## src/rtl/xint_pkg.sv

```systemverilog
package xint_pkg;

    // Control word, most significant field first: bit3 enable, bit2 polarity,
    // bit1 both-edge mode, bit0 timer routing.
    typedef struct packed {
        logic pin_en;
        logic pol_hi;
        logic both_edge;
        logic tmr_sel;
    } xint_ctrl_t;

    localparam int CTRL_W = $bits(xint_ctrl_t);

    // Event produced by the detector for the request stage.
    typedef struct packed {
        logic hit;
        logic tmr;
    } xint_evt_t;

    // Gated, polarity-adjusted pin level: 1 means "active level present".
    function automatic logic active_level(input logic pin, input xint_ctrl_t c);
        return c.pin_en & (pin == c.pol_hi);
    endfunction

    // Edge on the adjusted signal: rise only, or any change.
    function automatic logic edge_hit(input logic cur, input logic prev, input logic both);
        return both ? (cur ^ prev) : (cur & ~prev);
    endfunction

endpackage

```

## src/rtl/xint_ctrl_reg.sv

```systemverilog
module xint_ctrl_reg
    import xint_pkg::*;
#(
    parameter logic [CTRL_W-1:0] RST_VAL = '0
) (
    input  logic              clk,
    input  logic              rst,
    input  logic              wr_en,
    input  logic [CTRL_W-1:0] wr_data,
    input  logic              rd_en,
    output logic [CTRL_W-1:0] rd_data,
    output xint_ctrl_t        ctrl_o
);

    xint_ctrl_t ctrl_q;

    always_ff @(posedge clk) begin
        if (rst) begin
            ctrl_q <= xint_ctrl_t'(RST_VAL);
        end else if (wr_en) begin
            ctrl_q <= xint_ctrl_t'(wr_data);
        end
    end

    assign rd_data = rd_en ? CTRL_W'(ctrl_q) : '0;
    assign ctrl_o  = ctrl_q;


    ctrl_hold_chk: assert property (@(posedge clk) disable iff (rst)
        !wr_en |=> $stable(ctrl_q));

endmodule

```

## src/rtl/xint_sync.sv

```systemverilog
module xint_sync #(
    parameter int STAGES = 2
) (
    input  logic clk,
    input  logic rst,
    input  logic d,
    output logic q
);

    logic [STAGES-1:0] chain;

    for (genvar i = 0; i < STAGES; i++) begin : g_stage
        if (i == 0) begin : g_first
            always_ff @(posedge clk) begin
                if (rst) chain[i] <= 1'b0;
                else     chain[i] <= d;
            end
        end else begin : g_rest
            always_ff @(posedge clk) begin
                if (rst) chain[i] <= 1'b0;
                else     chain[i] <= chain[i-1];
            end
        end
    end

    assign q = chain[STAGES-1];

endmodule

```

## src/rtl/xint_edge_det.sv

```systemverilog
module xint_edge_det
    import xint_pkg::*;
(
    input  logic       clk,
    input  logic       rst,
    input  logic       pin_s,
    input  xint_ctrl_t ctrl,
    output xint_evt_t  evt_o,
    output logic       level_o
);

    logic lvl_now;
    logic lvl_q;
    logic en_q;

    assign lvl_now = active_level(pin_s, ctrl);

    always_ff @(posedge clk) begin
        if (rst) begin
            lvl_q <= 1'b0;
            en_q  <= 1'b0;
        end else begin
            lvl_q <= lvl_now;
            en_q  <= ctrl.pin_en;
        end
    end

    always_comb begin
        evt_o.hit = edge_hit(lvl_now, lvl_q, ctrl.both_edge);
        evt_o.tmr = evt_o.hit & ctrl.tmr_sel;
    end

    assign level_o = lvl_now;


    off_quiet_chk: assert property (@(posedge clk) disable iff (rst)
        (!ctrl.pin_en && !en_q) |-> !evt_o.hit);


    one_side_dir_chk: assert property (@(posedge clk) disable iff (rst)
        (!ctrl.both_edge && evt_o.hit) |-> level_o);

endmodule

```

## src/rtl/xint_req_flag.sv

```systemverilog
module xint_req_flag
    import xint_pkg::*;
(
    input  logic      clk,
    input  logic      rst,
    input  xint_evt_t evt,
    input  logic      clr,
    output logic      req_o,
    output logic      tmr_o
);

    logic req_q;
    logic tmr_q;

    always_ff @(posedge clk) begin
        if (rst) begin
            req_q <= 1'b0;
            tmr_q <= 1'b0;
        end else begin
            if (evt.hit)  req_q <= 1'b1;
            else if (clr) req_q <= 1'b0;
            tmr_q <= evt.tmr;
        end
    end

    assign req_o = req_q;
    assign tmr_o = tmr_q;


    req_sticky_chk: assert property (@(posedge clk) disable iff (rst)
        (req_q && !clr) |=> req_q);


    req_clear_chk: assert property (@(posedge clk) disable iff (rst)
        (clr && !evt.hit) |=> !req_q);


    set_wins_chk: assert property (@(posedge clk) disable iff (rst)
        evt.hit |=> req_q);

endmodule

```

## src/rtl/xint_edge_unit.sv

```systemverilog
module xint_edge_unit
    import xint_pkg::*;
#(
    parameter int                SYNC_STAGES = 2,
    parameter logic [CTRL_W-1:0] CTRL_RST    = '0
) (
    input  logic              clk,
    input  logic              rst,
    input  logic              pin_i,
    input  logic [CTRL_W-1:0] acc_wr_i,
    input  logic              ctrl_wr_i,
    input  logic              ctrl_rd_i,
    output logic [CTRL_W-1:0] acc_rd_o,
    input  logic              req_clr_i,
    output logic              req_o,
    output logic              skip_lvl_o,
    output logic              tmr_start_o
);

    xint_ctrl_t ctrl;
    xint_evt_t  evt;
    logic       pin_s;

    xint_ctrl_reg #(.RST_VAL(CTRL_RST)) u_reg (
        .clk     (clk),
        .rst     (rst),
        .wr_en   (ctrl_wr_i),
        .wr_data (acc_wr_i),
        .rd_en   (ctrl_rd_i),
        .rd_data (acc_rd_o),
        .ctrl_o  (ctrl)
    );

    xint_sync #(.STAGES(SYNC_STAGES)) u_sync (
        .clk (clk),
        .rst (rst),
        .d   (pin_i),
        .q   (pin_s)
    );

    xint_edge_det u_det (
        .clk     (clk),
        .rst     (rst),
        .pin_s   (pin_s),
        .ctrl    (ctrl),
        .evt_o   (evt),
        .level_o (skip_lvl_o)
    );

    xint_req_flag u_flag (
        .clk   (clk),
        .rst   (rst),
        .evt   (evt),
        .clr   (req_clr_i),
        .req_o (req_o),
        .tmr_o (tmr_start_o)
    );


    tmr_with_req_chk: assert property (@(posedge clk) disable iff (rst)
        tmr_start_o |-> req_o);


    skip_off_chk: assert property (@(posedge clk) disable iff (rst)
        !ctrl.pin_en |-> !skip_lvl_o);

endmodule

```

## config.mk

```make
export PLATFORM = sky130hd
export DESIGN_NAME = xint_edge_unit
export DESIGN_NICKNAME = d
export VERILOG_FILES = /design/src/rtl/xint_pkg.sv /design/src/rtl/xint_ctrl_reg.sv /design/src/rtl/xint_sync.sv /design/src/rtl/xint_edge_det.sv /design/src/rtl/xint_req_flag.sv /design/src/rtl/xint_edge_unit.sv
export SDC_FILE = /design/constraint.sdc
export NUM_CORES = 1
export LEC_CHECK = 0
export BUFFER_PORTS_ARGS = -buffer_cell sky130_fd_sc_hd__clkbuf_2
export CORE_MARGIN = 1
export CORE_UTILIZATION = 30
export DETAILED_ROUTE_END_ITERATION = 6
export HOLD_SLACK_MARGIN = 0.05
export PLACE_DENSITY = 0.59
export SYNTH_ARGS = -nofsm -noshare
export SYNTH_HDL_FRONTEND = slang
export SYNTH_SLANG_ARGS = --single-unit
```

## constraint.sdc

```tcl
create_clock -name clk -period 1.8 [get_ports clk]
set_input_delay 0.09 -clock clk [delete_from_list [all_inputs] [get_ports clk]]
set_output_delay 0.09 -clock clk [all_outputs]
set_load 0.01 [all_outputs]
```

==> run metrics <==
status=finished clean; Ant. Diodes=0; total wire length=638 um; vias per std cell=4.34; Initial DRC Count=3; Place WS=0.508 ns; slowest CP cell=dfxtp_1; Root Buffer=clkbuf_4; startpoint types=flop; crit path cell chain=xnor2_1 > and2_1 > ha_1 > nand2b_1 > a31oi_1; min-delay worst type=primary input to flop; Least-Margin Pin Slew=0.141 ns; Synth Net Count=47; routability cong.=0.647; PwrDens=848 nW/um^2; VDD IR max=0.000505 V; Post-CTS Setup Bufs=0; Syn Inst Count=36; R2R Setup Slk=0.49 ns; crit path max fanout=3; setup violators final=0; Die X=38.1 um; H-tree levels=1; post-CTS resize count=0; Crit path largest cell delay=0.33 ns; first-pass GRT wire length=1080 um; largest net degree at the start of global routing=10; area leader, netlist=dfxtp_1; dpl hpwl=512 um; row cnt=12; Die ar.=1450 um^2; Buffers & Inverters on Critical Path=0; RSZ-0062 raised after global routing=false; average wire per standard cell=9.38 um; post-synthesis sequential area ratio=46.0%; FMAX=766 MHz; core area=1160 um^2; Req. time, crit path=1.98 ns; initial antenna violation count=0; MaxCap Viol Count=0; Skew-Pair Late Insertion Delay=0.26 ns; leading post-synthesis cells by cell area=dfxtp_1 (46%), mux2i_1 (10%), nand2b_4 (7.0%); Slew Limit Fails=0; # nets final=66; final hold vios=0; syn_area_per_cell=10.9 um^2; Warnings, synthesis=0; Area Growth Syn to Fin=25.9%; minimum clock period=1.31 ns; Num CTS Buffers=3; max_slew headroom=90.3%; Netlist cell types=15; vias in the first global route=278; Yosys top cell area share=46.0%; part of the cycle the worst path needs=72.6%; Leak Pwr=0.000240 uW; CTS tree=built; share of layout cells above drive strength 1=42.6%; clock sinks=9; number of detailed-route iterations in the first pass=4; Cell Area, Synth=392 um^2; hold_buf cts=0; Worst Path Arrival=1.49 ns; clk_skew=0.00407 ns; #FFs+latches synth=9; crit path kind=flop to flop; Initial Util=33.9%; DRC viols=0; CTS clk-pin slew, worst paths=0.06 ns; antenna viol nets, final=0; sum of negative setup slack=0 ns; worst setup margin=0.494 ns; crit end category=flop; IO Count=17; Die H=38.1 um; number of port buffers=16; GR Overflow Total=0; Max clock buf depth=2; All-Layer GR Usage=11.1%; critical path's top delay family=simple AND/OR/NAND/NOR gates; total number of vias=295
-- kinds of logic (layout without fill, tap and decap cells) --
family                   count (synthesis)  in the layout  synth area share [%]
multiplexers                             4              4                  10.2
flip-flops                               9              9                  46.0
XOR/XNOR                                 1              1                  2.24
buffers and inverters                    3             21                  6.71
AND/OR/NAND/NOR                         16             16                  27.8
adder cells (fa/ha/maj)                  1              1                  3.19
AO/OA/AOI/OAI                            2              2                  3.84
-- registers in the layout, summed over array words and instances (netlist names) --
signal / count
u_sync.q: 1
u_flag.tmr_o: 1
u_flag.req_o: 1
u_det.lvl_q: 1
u_sync.chain: 1
u_reg.ctrl_o: 4
-- power breakdown --
| part | internal (uW) | total [uW] | switching [uW] |
|---|---|---|---|
| combinational | 28.2 | 50.0 | 21.8 |
| sequential | 209 | 216 | 6.84 |
| clock | 85.2 | 152 | 66.6 |
| total | 323 | 418 | 95.3 |
-- path summary, 6_finish.rpt --
path              startpoint         endpoint  cells past startpoint
max          u_reg.ctrl_o[2]     u_flag.req_o                      5
min                    pin_i  u_sync.chain[0]                      2
max reg2reg  u_reg.ctrl_o[2]     u_flag.req_o                      5
min reg2reg  u_sync.chain[0]         u_sync.q                      1
-- final cells by class --
| type | instances | area [um^2] |
|---|---|---|
| fillers | 113 | 663 |
| clock buffers | 4 | 26.3 |
| well taps | 14 | 17.5 |
| repair buffers | 16 | 80.1 |
| multi-input cells | 24 | 185 |
| inverters | 1 | 3.75 |
| flip-flops and latches | 9 | 180 |
-- layout by cell type (no fill, tap or decap) --
master    synthesis  final
clkbuf_2          0     16
dfxtp_1           9      9
and2_1            4      4
mux2i_1           4      4
nor2_1            4      4
clkbuf_4          0      3
nor2b_1           2      2
nand2b_1          2      2
nand2b_4          2      2
inv_1             1      1
xnor2_1           1      1
and3b_1           1      1
a21oi_2           1      1
a31oi_1           1      1
and2_2            1      1
ha_1              1      1
clkbuf_1          0      1
-- Yosys cell counts, drive strengths merged --
cell type  number
dfxtp           9
mux2i           4
ha              1
and3b           1
buf             2
and2            5
nor2            4
a21oi           1
nand2b          4
inv             1
xnor2           1
nor2b           2
a31oi           1
-- layer usage --
layer / global-route usage, % / routed length [um] / vias up
li1: - / - / 151
met4: 5.36 / 4 / 0
met2: 19.1 / 313 / 11
met3: 6.98 / 54 / 2
met1: 10.1 / 265 / 131
met5: 0 / 0 / -
-- metrics by stage --
step	cells	cell area, um^2	utilization [%]	hold slack (ns)	total power (uW)
after detailed placement	64	467	40.4	0.320	271
after global placement	64	467	40.4	0.315	270
after CTS	68	493	42.6	0.0529	426
after global routing	68	493	42.6	0.0517	444
final	68	493	42.6	0.0598	418
after floorplan	36	392	-	0.218	255
(Power assumes the default switching activity.)
